`config.mk`:
```
export PLATFORM = sky130hd
export DESIGN_NAME = solar_sup_fsm
export DESIGN_NICKNAME = d
export VERILOG_FILES = /design/src/rtl/sup_pkg.sv /design/src/rtl/sup_delay.sv /design/src/rtl/sup_scan.sv /design/src/rtl/solar_sup_fsm.sv
export SDC_FILE = /design/constraint.sdc
export NUM_CORES = 1
export LEC_CHECK = 0
export BUFFER_PORTS_ARGS = -buffer_cell sky130_fd_sc_hd__buf_2
export CORE_ASPECT_RATIO = 0.8
export CORE_MARGIN = 5
export CORE_UTILIZATION = 45
export DETAILED_ROUTE_END_ITERATION = 7
export PLACE_DENSITY_LB_ADDON = 0.05
export SETUP_SLACK_MARGIN = 0.4
export SLEW_MARGIN = 25
export SYNTH_ARGS = -nofsm -noshare
export SYNTH_HDL_FRONTEND = slang
export SYNTH_SLANG_ARGS = --single-unit
```
`constraint.sdc`:
```
create_clock -name clk_i -period 3.5 [get_ports clk_i]
set_input_delay 0 -clock clk_i [delete_from_list [all_inputs] [get_ports clk_i]]
set_output_delay 0 -clock clk_i [all_outputs]
set_load 0.02 [all_outputs]
```
`src/rtl/sup_pkg.sv`:
```
package sup_pkg;
  typedef enum logic [3:0] {
    ST_START, ST_PRECHG, ST_CLOSING, ST_CHARGE, ST_SCAN,
    ST_RAMP, ST_HOLD, ST_STANDBY, ST_OPENING
  } sup_state_e;

  typedef enum logic [2:0] {
    OP_KEEP, OP_ZERO, OP_LOAD_MAX, OP_STEP_DN, OP_STEP_UP
  } scan_op_e;
endpackage

```
`src/rtl/sup_delay.sv`:
```
module sup_delay #(
  parameter int CNT_W = 8
) (
  input  logic             clk_i,
  input  logic             rst_ni,
  input  logic             tick_i,
  input  logic             load_i,
  input  logic [CNT_W-1:0] load_val_i,
  output logic             done_o
);
  logic [CNT_W-1:0] cnt_q;

  always_ff @(posedge clk_i or negedge rst_ni) begin
    if (!rst_ni)                 cnt_q <= '0;
    else if (tick_i && load_i)   cnt_q <= load_val_i;
    else if (tick_i && cnt_q != '0) cnt_q <= cnt_q - 1'b1;
  end

  assign done_o = (cnt_q == '0);
endmodule

```
`src/rtl/sup_scan.sv`:
```
module sup_scan
  import sup_pkg::*;
#(
  parameter int D_W       = 12,
  parameter int I_W       = 16,
  parameter int DUTY_MAX  = 4095,
  parameter int DUTY_STEP = 256
) (
  input  logic                  clk_i,
  input  logic                  rst_ni,
  input  scan_op_e              op_i,
  input  logic signed [I_W-1:0] i_ind_i,
  output logic [D_W-1:0]        duty_o,
  output logic [D_W-1:0]        best_d_o
);
  localparam logic [D_W-1:0] MAX_V  = D_W'(DUTY_MAX);
  localparam logic [D_W-1:0] STEP_V = D_W'(DUTY_STEP);

  logic [D_W-1:0]        duty_q, best_d_q;
  logic signed [I_W-1:0] best_i_q;

  always_ff @(posedge clk_i or negedge rst_ni) begin
    if (!rst_ni) begin
      duty_q   <= '0;
      best_d_q <= '0;
      best_i_q <= '0;
    end else begin
      unique case (op_i)
        OP_ZERO: duty_q <= '0;
        OP_LOAD_MAX: begin
          duty_q   <= MAX_V;
          best_d_q <= MAX_V;
          best_i_q <= i_ind_i;
        end
        OP_STEP_DN: begin
          // record the current measured at the present duty, then step
          if (i_ind_i > best_i_q) begin
            best_i_q <= i_ind_i;
            best_d_q <= duty_q;
          end
          if (duty_q > STEP_V) duty_q <= duty_q - STEP_V;
        end
        OP_STEP_UP: begin
          if (duty_q > MAX_V - STEP_V) duty_q <= MAX_V;
          else                         duty_q <= duty_q + STEP_V;
        end
        default: ;
      endcase
    end
  end

  assign duty_o   = duty_q;
  assign best_d_o = best_d_q;
endmodule

```
`src/rtl/solar_sup_fsm.sv`:
```
module solar_sup_fsm
  import sup_pkg::*;
#(
  parameter int V_W          = 16,
  parameter int I_W          = 16,
  parameter int D_W          = 12,
  parameter int DUTY_MAX     = 4095,
  parameter int DUTY_STEP    = 256,
  parameter int I_PRE        = 100,
  parameter int START_MARGIN = 200,
  parameter int SETTLE_MS    = 20,
  parameter int CLOSE_MS     = 50,
  parameter int SAT_MS       = 1000,
  parameter int RETRY_MS     = 10000,
  parameter int OPEN_MS      = 50
) (
  input  logic                  clk_i,
  input  logic                  rst_ni,
  input  logic                  tick_i,
  input  logic signed [I_W-1:0] i_req_i,
  input  logic [V_W-1:0]        u_sol_i,
  input  logic [V_W-1:0]        u_bat_i,
  input  logic signed [I_W-1:0] i_ind_i,
  input  logic [D_W-1:0]        reg_duty_i,
  input  logic                  reg_sat_i,
  output logic                  loop_closed_o,
  output logic signed [I_W-1:0] i_ref_o,
  output logic [D_W-1:0]        duty_ol_o,
  output logic                  contactor_o
);
  function automatic int max2(int a, int b);
    return (a > b) ? a : b;
  endfunction

  localparam int MAX_DLY = max2(max2(max2(SETTLE_MS, CLOSE_MS), max2(SAT_MS, RETRY_MS)), OPEN_MS);
  localparam int CNT_W   = $clog2(MAX_DLY + 1);
  localparam logic [D_W-1:0] STEP_V = D_W'(DUTY_STEP);

  sup_state_e       state_q, state_d;
  scan_op_e         op;
  logic             load, done;
  logic [CNT_W-1:0] load_val;
  logic [D_W-1:0]   duty, best_d;

  // condition decode
  logic [V_W:0]         sol_x, bat_margin;
  logic [V_W+D_W-1:0]   prod;
  logic [V_W-1:0]       u_est;
  logic                 req_pos, go, stop, over;

  assign req_pos    = !i_req_i[I_W-1] && (i_req_i != '0);
  assign sol_x      = {1'b0, u_sol_i};
  assign bat_margin = {1'b0, u_bat_i} + (V_W+1)'(START_MARGIN);
  assign go         = req_pos && (sol_x > bat_margin);
  assign stop       = !req_pos || (u_sol_i < u_bat_i);
  assign prod       = reg_duty_i * u_sol_i;
  assign u_est      = prod[V_W+D_W-1:D_W];
  assign over       = i_ind_i > i_req_i;

  function automatic logic [CNT_W-1:0] dly_of(sup_state_e s);
    case (s)
      ST_PRECHG:             return CNT_W'(SETTLE_MS);
      ST_CLOSING:            return CNT_W'(CLOSE_MS);
      ST_CHARGE:             return CNT_W'(SAT_MS);
      ST_HOLD, ST_STANDBY:   return CNT_W'(RETRY_MS);
      ST_OPENING:            return CNT_W'(OPEN_MS);
      default:               return '0;
    endcase
  endfunction

  always_comb begin
    state_d = state_q;
    op      = OP_KEEP;
    if (tick_i) begin
      unique case (state_q)
        ST_START:   if (go) state_d = ST_PRECHG;
        ST_PRECHG: begin
          if (stop)                          state_d = ST_START;
          else if (done && u_est > u_bat_i)  state_d = ST_CLOSING;
        end
        ST_CLOSING: if (done) state_d = ST_CHARGE;
        ST_CHARGE: begin
          if (stop)                   state_d = ST_OPENING;
          else if (reg_sat_i && done) state_d = ST_SCAN;
        end
        ST_SCAN: begin
          if (stop)       state_d = ST_OPENING;
          else if (over)  state_d = ST_CHARGE;
          else begin
            op = OP_STEP_DN;
            if (duty <= STEP_V) state_d = ST_RAMP;
          end
        end
        ST_RAMP: begin
          if (stop)                state_d = ST_OPENING;
          else if (over)           state_d = ST_CHARGE;
          else if (duty >= best_d) state_d = (best_d <= STEP_V) ? ST_STANDBY : ST_HOLD;
          else                     op = OP_STEP_UP;
        end
        ST_HOLD: begin
          if (stop)              state_d = ST_OPENING;
          else if (over || done) state_d = ST_CHARGE;
        end
        ST_STANDBY: begin
          if (stop)      state_d = ST_OPENING;
          else if (done) state_d = ST_CHARGE;
        end
        ST_OPENING: if (done) state_d = ST_START;
        default:    state_d = ST_START;
      endcase
      if (state_d != state_q && !(state_d inside {ST_RAMP, ST_HOLD}))
        op = (state_d == ST_SCAN) ? OP_LOAD_MAX : OP_ZERO;
    end
  end

  // shared delay reloads on every state change; charging reloads while unsaturated
  assign load     = (state_d != state_q) || (state_q == ST_CHARGE && !reg_sat_i);
  assign load_val = dly_of(state_d);

  always_ff @(posedge clk_i or negedge rst_ni) begin
    if (!rst_ni) state_q <= ST_START;
    else         state_q <= state_d;
  end

  sup_delay #(.CNT_W(CNT_W)) u_delay (
    .clk_i      (clk_i),
    .rst_ni     (rst_ni),
    .tick_i     (tick_i),
    .load_i     (load),
    .load_val_i (load_val),
    .done_o     (done)
  );

  sup_scan #(
    .D_W(D_W), .I_W(I_W), .DUTY_MAX(DUTY_MAX), .DUTY_STEP(DUTY_STEP)
  ) u_scan (
    .clk_i    (clk_i),
    .rst_ni   (rst_ni),
    .op_i     (op),
    .i_ind_i  (i_ind_i),
    .duty_o   (duty),
    .best_d_o (best_d)
  );

  assign loop_closed_o = (state_q == ST_PRECHG) || (state_q == ST_CHARGE);
  assign i_ref_o       = (state_q == ST_PRECHG) ? I_W'(I_PRE) :
                         (state_q == ST_CHARGE) ? i_req_i : '0;
  assign duty_ol_o     = duty;
  assign contactor_o   = state_q inside {ST_CLOSING, ST_CHARGE, ST_SCAN, ST_RAMP,
                                         ST_HOLD, ST_STANDBY};
endmodule

```
==> results of run 1 <==
-- layout by cell type (no fill, tap or decap), types with 5 or more instances in the layout --
cell type      Yosys  routed
dlygate4sd3_1      0      10
a21oi_1           54      45
buf_2              3      96
and4_1             6       6
buf_4              8     171
o211ai_1          13      13
and2_1            67      63
xor2_1             7       7
nand4_1           18      18
o21a_1            12      12
a21oi_2            1       9
xnor2_1           18      18
a211oi_1          13       8
nand2_2            1       7
nor2_1            48      42
nor2b_1            9       8
nor3_1            26      26
a211oi_2           0       5
dfrtp_1           44      44
nor4_1            23      21
or3_1              5       5
a21o_1            13      13
ha_1             150     148
fa_2               0       8
nand2_1          173     162
mux2_2            19      19
and2_4             1       5
inv_1            267     263
nand3_1           20      19
clkbuf_16          0       5
fa_1             139     131
buf_6              1      20
o21ai_0           32      26
o21ai_1            3       5
-- metrics by stage --
step,instances,TNS [ns],hold slack [ns]
floorplan,1322,-71.80,-0.296
global placement,1860,-89.24,0.131
detailed placement,1860,-91.18,0.129
CTS,1893,-74.54,0.00103
global route,1899,-84.80,0.00945
finish,1899,-75.86,0.00805
-- worst max-delay path by stage --
stage / end / slack [ns]
finish: u_delay.cnt_q[9] / -3.73
global placement: u_delay.cnt_q[9] / -4.36
detailed placement: u_delay.cnt_q[4] / -4.48
floorplan: u_delay.cnt_q[4] / -3.61
CTS: u_delay.cnt_q[9] / -3.68
global route: u_delay.cnt_q[6] / -4.16
-- cell families (layout without fill, tap and decap cells) --
logic type / after synthesis / after routing / synth area share (%)
DFF: 44 / 44 / 10.1
adders and majority gates: 289 / 289 / 42.6
muxes: 20 / 20 / 2.05
and+or+nand+nor: 416 / 416 / 18.8
xor gates and xnor gates: 25 / 25 / 2.00
buffers and inverters: 323 / 582 / 11.5
AOI/OAI and AO/OA: 205 / 205 / 13.0
-- Yosys cell counts, types with 23 or more instances --
library cell	number
dfrtp_1	44
nand2_1	173
nor3_1	26
a21oi_1	54
nor4_1	23
o21ai_0	32
nor2_1	48
clkbuf_1	43
and2_1	67
inv_1	267
ha_1	150
fa_1	139
-- power by group --
part	switching, mW	internal [mW]	total (mW)
Combinational	4.42	4.31	8.73
Sequential	0.0935	0.596	0.690
Clock	0.218	0.358	0.576
Total	4.73	5.26	9.99
-- state kept, by name, summed over array words and instances (netlist names) --
signal and flops:
state_q 4, u_scan.best_i_q 16, u_scan.best_d_o 5, u_scan.duty_o 5, u_delay.cnt_q 14
-- cell type report --
type,instances,area (sq um),share of cell area [%]
multi-input combinational,955,8920,64.5
timing repair buffer,307,2230,16.1
sequential,44,1100,7.96
inverter,267,1000,7.24
tap,318,398,2.88
clock buffer,6,139,1.00
clock inverter,2,38.8,0.280
-- metal layers --
metal	up-vias	wire, microns
li1	4865	-
met1	4855	15600
met2	213	13400
met3	14	1480
met4	0	195
met5	-	0
-- repair_timing --
item | in CTS | in global routing
resized for setup | 73 | 35
hold buffers | 10 | 0
setup buffers | 14 | 6
setup endpoints to repair | 37 | 37
cloned | 1 | 0
pin swaps | 34 | 13
endpoints found under the hold margin | 53 | 0
-- worst reg2reg max path, stage by stage (launching register included) --
cell       delay, ns
dfrtp_1         0.42
ha_1            0.30
o211ai_1        0.09
a21oi_1         0.13
a211oi_1        0.06
buf_4           0.17
o41ai_1         0.45
buf_4           0.21
inv_1           0.04
o21a_1          0.17
buf_4           0.15
a2111oi_4       0.30
buf_4           0.20
nand2_4         0.06
buf_6           0.14
o21ai_0         0.24
a22oi_2         0.07
==> flow_metrics.py, run 1 <==
metrics = {
    "cells_and_area": {
        "antenna_cells": 0,
        "area_growth_pct": 26.5,
        "fin_nets": 1949,
        "post-route-util_pct": 57.4,
        "drive_gt1_share_pct": 25.7,
        "final_area_sq_um": 13800,
        "fill_cells": 2294,
    },
    "critical_path": {
        "crit_buf_inv": 8,
        "path_class": "input port to register",
        "cpMostUsedCell": "fa_1",
        "slowest_delay_ns": 0.54,
        "cp_data_required_time_ns": 3.65,
        "critPathTopFamily": "adder cells",
        "r2r_end": "u_delay.cnt_q[9]",
        "rrSetupSlack_ns": 0.15,
        "r2r_cells": 16,
        "slowest_stage": "fa_1",
        "crit_start": "reg_duty_i[6]",
        "cp-start-kind": "input port",
        "r2r-start": "u_scan.duty_o[6]",
        "worst-path-max-fanout": 8,
        "cp.depth": 35,
        "cp_data_arrival_time_ns": 7.39,
        "end_kind": "register",
    },
    "sta": {
        "fin_worst_skew_ns": 0.00761,
        "setup_viol": 21,
        "max_slew.worst_pin.slew_ns": 1.01,
        "finalCriticalPeriod_ns": 7.23,
        "max_freq_mhz": 138,
        "maxSlewHeadroom_pct": 32.5,
        "period_share_pct": 207,
        "final.setup.worst_slack_ns": -3.73,
        "maxSlewViolCount": 0,
        "rsz0062_at_grt": "true",
        "timing.final.hold_violations": 0,
    },
    "hold_path": {
        "hp-start": "i_ind_i[6]",
        "hold_path_depth": 2,
        "hold_class": "input port to register",
        "min_to": "u_scan.best_i_q[6]",
    },
    "drt": {
        "vias": 9947,
        "routed_wl_microns": 30800,
        "drcViolationCount": 0,
        "wire_per_inst_microns": 16.2,
        "drt-pass1-iter-count": 5,
        "drt-initial-drc-count": 514,
        "ant_nets": 0,
        "avgViaCountPerCell": 5.24,
    },
    "synth": {
        "synth_area_per_cell_sq_um": 8.27,
        "yosys-top-cells-area": "fa_1 (25%), ha_1 (17%), dfrtp_1 (10%)",
        "yosys.area.top_type": "fa_1",
        "synthDistinctLibCells": 74,
        "ys_async_sr_fraction_pct": 100,
        "yosys.area.top_type_share_pct": 25.5,
        "syn-instance-count": 1322,
        "synthesis.area_sq_um": 10900,
        "synth-seq-area-share_pct": 10.1,
        "yosysWarnings": 0,
        "ys_ff_latch": 44,
        "synth_edf_count": 0,
        "syn_nets": 1691,
        "synth-main-ff-cell": "dfrtp_1",
    },
    "floorplan": {
        "initial_utilization_pct": 45.3,
        "die_h_microns": 149,
        "die_x_microns": 184,
        "pin_count": 110,
        "rows": 51,
        "die_area_sq_um": 27500,
        "core_area_sq_um": 24100,
    },
    "global_route": {
        "grt_pass1_wl_microns": 51000,
        "grt_pass1_vias": 9919,
        "antenna_found_initial": 0,
        "gr-total-overflow": 0,
        "met1_usage_pct": 35.6,
        "grt_most_used_layer": "met1",
        "grt_use_met3_pct": 2.71,
        "grt_max_degree": 45,
        "gr-usage-met2_pct": 35.2,
        "grt_usage_pct": 22.8,
    },
    "clocking": {
        "cts_sinks": 44,
        "clk_pin_slew_ns": 0.07,
        "clockBufferDepth": 2,
        "clkLatencyLatePin_ns": 0.29,
        "cts_root_buffer": "clkbuf_16",
        "cts-buffers-inserted": 5,
        "cts_tree": "built",
        "cts-htree-levels": 2,
    },
    "placement": {
        "pre_cts_slack_ns": -4.48,
        "placed_area_sq_um": 13000,
        "io_buffer_count": 109,
        "dp_hpwl_microns": 26000,
        "routabilityCongestion": 0.888,
    },
    "power": {
        "p_total_mw": 9.99,
        "p_leak_nw": 7.19,
        "powerDensity_nw_per_um2": 722,
        "peakVddDrop_uv": 842,
    },
    "status": {
        "run_status": "complete, but fails checks",
        "violations": "setup timing",
    },
    "flow_run": {
        "max_cap_viol_count": 0,
    },
}
Power figures use the tool's default switching activity.
==> inputs of run 2 (changes only) <==
- ABC_AREA: default -> 1
==> flow_metrics.py, run 2 <==
metrics = {
    "floorplan": {
        "die_x_microns": 187,
        "core_area_sq_um": 25000,
        "die_h_microns": 152,
        "initial_utilization_pct": 45.2,
        "pin_count": 110,
        "die_area_sq_um": 28500,
        "rows": 52,
    },
    "clocking": {
        "cts-buffers-inserted": 5,
        "clkLatencyLatePin_ns": 0.29,
        "clockBufferDepth": 2,
        "cts_sinks": 44,
        "cts-htree-levels": 2,
        "cts_root_buffer": "clkbuf_16",
        "clk_pin_slew_ns": 0.07,
        "cts_tree": "built",
    },
    "synth": {
        "syn_nets": 1980,
        "synth_fa_ha_area_share_pct": 41.1,
        "synth-seq-area-share_pct": 9.72,
        "synth_top_family_by_area": "adder cells",
        "synthesis.area_sq_um": 11300,
        "syn-instance-count": 1611,
        "ys_ff_latch": 44,
        "synth_area_per_cell_sq_um": 7.03,
        "synth_most_common_cell": "nand2_1",
        "muxShareOfSynthArea_pct": 0,
        "synth_compound_area_share_pct": 7.58,
        "synth_simple_gate_area_share_pct": 22.8,
        "synth-xor-area-share_pct": 3.17,
        "synth-main-ff-cell": "dfrtp_1",
        "synthDistinctLibCells": 42,
        "yosysWarnings": 0,
        "synth_edf_count": 0,
        "yosys.area.top_type": "fa_1",
        "yosys-top-cells-area": "fa_1 (25%), ha_1 (17%), nand2_1 (14%)",
        "yosys.area.top_type_share_pct": 24.6,
        "yosys-top-cells-count": "nand2_1 (410), inv_1 (388), ha_1 (150), fa_1 (139)",
        "ys_async_sr_fraction_pct": 100,
    },
    "power": {
        "powerDensity_nw_per_um2": 826,
        "p_leak_nw": 8.11,
        "peakVddDrop_uv": 829,
        "p_total_mw": 11.5,
    },
    "drt": {
        "ant_nets": 0,
        "drt-initial-drc-count": 597,
        "wire_per_inst_microns": 14.3,
        "drt-pass1-iter-count": 5,
        "vias": 10300,
        "routed_wl_microns": 30400,
        "drcViolationCount": 0,
        "avgViaCountPerCell": 4.85,
    },
    "critical_path": {
        "cp_data_arrival_time_ns": 6.49,
        "slowest_stage": "fa_1",
        "worst-path-max-fanout": 6,
        "cpMostUsedCell": "nand2_2",
        "path_class": "input port to register",
        "cp-start-kind": "input port",
        "slowest_delay_ns": 0.50,
        "end_kind": "register",
        "cp_data_required_time_ns": 3.69,
    },
    "sta": {
        "max_freq_mhz": 159,
        "setup_viol": 21,
        "final.setup.worst_slack_ns": -2.79,
        "maxSlewViolCount": 0,
        "timing.final.hold_violations": 0,
        "fin_worst_skew_ns": 0.00365,
        "rsz0062_at_grt": "true",
        "max_slew.worst_pin.slew_ns": 0.798,
        "period_share_pct": 180,
        "fin_tns_setup_ns": -57.42,
        "maxSlewHeadroom_pct": 46.6,
        "finalCriticalPeriod_ns": 6.29,
    },
    "global_route": {
        "gr-total-overflow": 0,
        "grt_pass1_vias": 10300,
        "grt_pass1_wl_microns": 51700,
        "grt_usage_pct": 21.7,
        "grt_max_degree": 45,
        "antenna_found_initial": 0,
    },
    "cells_and_area": {
        "fin_nets": 2173,
        "fill_cells": 2480,
        "layout_commonest_cell": "inv_1",
        "final_cell_mix": "inv_1 (376), nand2_1 (373), ha_1 (141), fa_1 (133), buf_4 (121)",
        "reg.largest.list": "u_scan.best_i_q (16), u_delay.cnt_q (14)",
        "largest_reg_flops": 16,
        "drive_gt1_share_pct": 20.1,
        "post-route-util_pct": 55.3,
        "area_growth_pct": 22.4,
        "antenna_cells": 0,
        "final_area_sq_um": 13900,
        "multi_input_area_sq_um": 8890,
        "regMostFlops": "u_scan.best_i_q",
        "seqCellArea_sq_um": 1100,
    },
    "status": {
        "run_status": "complete, but fails checks",
        "violations": "setup timing",
    },
    "flow_run": {
        "max_cap_viol_count": 0,
    },
    "placement": {
        "pre_cts_slack_ns": -3.37,
        "routabilityCongestion": 0.896,
        "dp_hpwl_microns": 26000,
        "placed_area_sq_um": 13100,
        "io_buffer_count": 109,
    },
    "hold_path": {
        "hold_class": "input port to register",
    },
}
[run 2: cell count changes after synthesis, moves of 11 or more]
| cell | before | now |
|---|---|---|
| nand2_1 | 173 | 410 |
| inv_1 | 267 | 388 |
| and2_1 | 67 | 0 |
| nor2_1 | 48 | 95 |
| nand3_1 | 20 | 62 |
| a21oi_1 | 54 | 95 |
| xor2_1 | 7 | 33 |
| mux2_2 | 19 | 0 |
| nor4_1 | 23 | 7 |
| a211oi_1 | 13 | 1 |
| nor3_1 | 26 | 15 |
[run 2: layout make-up]
cell class | count | share of cell area, %
multi-input cells | 1111 | 64.1
repair buffers | 246 | 13.0
inverters | 396 | 10.8
flip-flops and latches | 44 | 7.95
well taps | 324 | 2.93
clock buffers | 5 | 0.903
clock inverters | 3 | 0.334
[run 2: logic make-up (layout without fill, tap and decap cells)]
logic type,count (synthesis),count (layout)
xor+xnor,41,41
fa+ha+maj,289,289
flops,44,44
simple gates,624,624
buf+inv,456,650
compound gates,157,157
[run 2: per-layer routing]
metal / up-vias / GRT usage (%) / part of all wire (%)
li1: 5250 / - / -
met1: 4860 / 34.6 / 53
met2: 209 / 33.0 / 43
met3: 10 / 2.61 / 3.7
met4: 0 / 1.65 / 0.38
met5: - / 0 / 0
[run 2: critical path: cells and delay by family]
family,cells,cell delay [ns]
fa+ha+maj,7,2.97
simple gates,20,1.67
compound gates,5,0.95
buf+inv,8,0.83
xor+xnor,1,0.06
[run 2: worst paths after layout]
check / slack, ns / start / cells past startpoint / to
worst max register to register: 0.63 / u_delay.cnt_q[0] / 20 / u_delay.cnt_q[8]
worst min register to register: 0.49 / u_delay.cnt_q[6] / 2 / u_delay.cnt_q[6]
worst max-delay path: -2.79 / u_sol_i[9] / 41 / u_delay.cnt_q[8]
min in group asynchronous: 0.26 / rst_ni / 2 / u_delay.cnt_q[1]
max in group asynchronous: 2.82 / rst_ni / 2 / u_scan.best_i_q[4]
worst min-delay path: 0.006 / i_ind_i[5] / 3 / u_scan.best_i_q[5]
[run 2: metrics by stage]
| stage | cells | hold slack [ns] |
|---|---|---|
| 2_1_floorplan | 1611 | -0.296 |
| 3_3_place_gp | 2100 | 0.251 |
| 3_5_place_dp | 2100 | 0.0521 |
| 4_1_cts | 2123 | 0.00132 |
| 5_1_grt | 2129 | 0.00767 |
| 6_report | 2129 | 0.00571 |
[run 2: power by group]
part	internal (mW)	switching, mW	total (mW)	leakage [nW]
combinational	4.74	5.46	10.2	7.53
clock	0.340	0.218	0.557	0.0804
sequential	0.597	0.0998	0.697	0.500
[run 2: what timing repair did]
item / 4_1_cts / 5_1_grt
gates cloned: 0 / 0
setup buffers: 6 / 6
gates resized for setup: 67 / 61
setup endpoints to repair: 21 / 37
hold endpoints to repair: 52 / 0
pin swaps: 44 / 45
hold buffers: 9 / 0
==> inputs of run 3 (changes only) <==
- CORE_ASPECT_RATIO: 0.8 -> 0.6
- GPL_TIMING_DRIVEN: default -> 0
==> flow_metrics.py, run 3 (synthesized netlist as in run 2, its figures left out) <==
metrics = {
    "clocking": {
        "clk_pin_slew_ns": 0.06,
        "cts_tree": "built",
        "cts-buffers-inserted": 5,
        "cts-htree-levels": 2,
        "cts_sinks": 44,
        "cts_root_buffer": "clkbuf_16",
        "clockBufferDepth": 2,
        "clkLatencyLatePin_ns": 0.31,
    },
    "floorplan": {
        "pin_count": 110,
        "core_area_sq_um": 25100,
        "die_h_microns": 133,
        "die_x_microns": 215,
        "initial_utilization_pct": 45.2,
        "rows": 45,
        "die_area_sq_um": 28500,
    },
    "drt": {
        "vias": 10500,
        "avgViaCountPerCell": 4.98,
        "wire_per_inst_microns": 16.0,
        "routed_wl_microns": 33700,
        "drt-pass1-iter-count": 5,
        "drt-initial-drc-count": 797,
        "ant_nets": 0,
        "drcViolationCount": 0,
    },
    "placement": {
        "routabilityCongestion": 0.944,
        "io_buffer_count": 98,
        "placed_area_sq_um": 12600,
        "placed_cells": 2038,
        "pre_cts_slack_ns": -3.94,
        "dp_hpwl_microns": 27600,
    },
    "sta": {
        "setup_viol": 21,
        "final.setup.worst_slack_ns": -3.03,
        "max_freq_mhz": 153,
        "maxSlewViolCount": 0,
        "timing.final.hold_violations": 0,
        "maxSlewHeadroom_pct": 59.0,
        "rsz0062_at_grt": "true",
        "hold_slack_ns": 0.00331,
        "fin_worst_skew_ns": 0.0143,
        "max_slew.worst_pin.slew_ns": 0.615,
        "finalCriticalPeriod_ns": 6.53,
        "period_share_pct": 187,
    },
    "critical_path": {
        "rrSetupSlack_ns": 0.52,
        "r2r_cells": 20,
        "cp_data_required_time_ns": 3.69,
        "end_kind": "register",
        "cp-endpoint": "u_delay.cnt_q[8]",
        "r2r-start": "u_scan.duty_o[9]",
        "path_class": "input port to register",
        "crit_buf_inv": 9,
        "cp-start-kind": "input port",
        "r2r_end": "u_delay.cnt_q[8]",
        "cp_data_arrival_time_ns": 6.72,
        "worst-path-max-fanout": 6,
        "cpMostUsedCell": "nand2_2",
        "crit_start": "u_sol_i[5]",
        "critPathTopFamily": "adder cells",
        "slowest_delay_ns": 0.54,
        "slowest_stage": "fa_2",
        "cp.depth": 43,
    },
    "cells_and_area": {
        "drive_gt1_share_pct": 21.5,
        "antenna_cells": 0,
        "final_cell_mix": "inv_1 (368), nand2_1 (354), ha_1 (138), fa_1 (131), buf_2 (92)",
        "fin_nets": 2152,
        "area_growth_pct": 25.9,
        "layout_commonest_cell": "inv_1",
        "reg.largest.list": "u_scan.best_i_q (16), u_delay.cnt_q (14)",
        "final_area_sq_um": 14300,
        "fill_cells": 2424,
        "regMostFlops": "u_scan.best_i_q",
        "largest_reg_flops": 16,
        "final_cells": 2113,
    },
    "global_route": {
        "gr-total-overflow": 0,
        "grt_pass1_vias": 10200,
        "grt_max_degree": 45,
        "grt_usage_pct": 23.7,
        "antenna_found_initial": 0,
        "grt_pass1_wl_microns": 54600,
    },
    "hold_path": {
        "hp-start": "i_ind_i[7]",
        "hold_class": "input port to register",
    },
    "status": {
        "violations": "setup timing",
        "run_status": "complete, but fails checks",
    },
    "flow_run": {
        "max_cap_viol_count": 0,
    },
    "power": {
        "powerDensity_nw_per_um2": 836,
        "p_leak_nw": 8.25,
        "peakVddDrop_uv": 912,
    },
}
==> run 3: cell types whose count changed in the layout (fill, tap and decap cells not counted), moves of 7 or more <==
| cell | change |
|---|---|
| clkbuf_2 | +7 |
| clkbuf_8 | +8 |
| nand2_4 | +10 |
| inv_1 | -8 |
| nand2_2 | +9 |
| nand2_1 | -19 |
| inv_2 | +8 |
| dlygate4sd3_1 | -8 |
| clkbuf_16 | +23 |
| buf_4 | -52 |
==> run 3: layer usage <==
layer	up-vias	part of all wire, %	wire length, microns	GRT usage, %
met2	284	40	13400	33.2
met5	-	0	0	0
met4	0	0.54	182	1.89
met3	12	6.7	2260	4.32
li1	5214	-	-	-
met1	5008	53	17900	38.9
==> run 3: how the worst min path moves through the flow <==
stage                          to  slack (ns)  cells past startpoint
6_report       u_scan.best_i_q[7]       0.003                      3
5_1_grt        u_scan.best_i_q[1]        0.01                      3
4_1_cts        u_scan.best_i_q[6]      0.0008                      3
3_5_place_dp     u_delay.cnt_q[6]        0.05                      1
3_3_place_gp     u_delay.cnt_q[3]        0.25                      1
2_1_floorplan          state_q[0]       -0.30                      0
==> run 3: stage by stage <==
stage	util [%]	TNS [ns]	total power [mW]
CTS	55.1	-60.70	10.7
finish	56.9	-61.74	11.9
global placement	50.3	-79.96	8.89
detailed placement	50.3	-79.59	9.00
floorplan	-	-54.15	7.12
global route	56.9	-67.39	13.3
==> run 3: final cells by class <==
cell class / count / area, sq um / share of cell area, %
clock buffer: 6 / 139 / 0.974
clock inverter: 2 / 38.8 / 0.272
multi-input combinational: 1111 / 9070 / 63.7
tap: 329 / 412 / 2.89
inverter: 396 / 1490 / 10.4
sequential: 44 / 1100 / 7.72
buffer: 60 / 870 / 6.10
timing repair buffer: 165 / 1130 / 7.95
==> run 3: worst reg2reg max path: stages (launching register included) <==
cell and delay, ns:
dfrtp_1 0.51, ha_1 0.36, a21oi_1 0.15, o21a_1 0.12
nand3_1 0.20, nand2_1 0.20, o21ai_0 0.10, nand2_1 0.07
nand2_1 0.08, nand3_1 0.09, nand2_2 0.07, nand2_2 0.09
nand2_2 0.07, nand2_4 0.10, nand3_4 0.11, nand2_8 0.10
nand3_4 0.13, inv_4 0.13, buf_8 0.14, nand2_2 0.06
nand2_2 0.06
==> run 3: power by group <==
group	total, mW	switching (mW)	internal, mW
Combinational	10.7	6.11	4.55
Clock	0.586	0.228	0.358
Sequential	0.670	0.0727	0.597
==> run 3: timing repair <==
action	in CTS	in global routing
setup endpoints to repair	31	34
cloned	1	1
gates resized for setup	128	104
hold buffers	1	0
buffers inserted	52	12
endpoints found under the hold margin	44	0
pin swaps	58	51
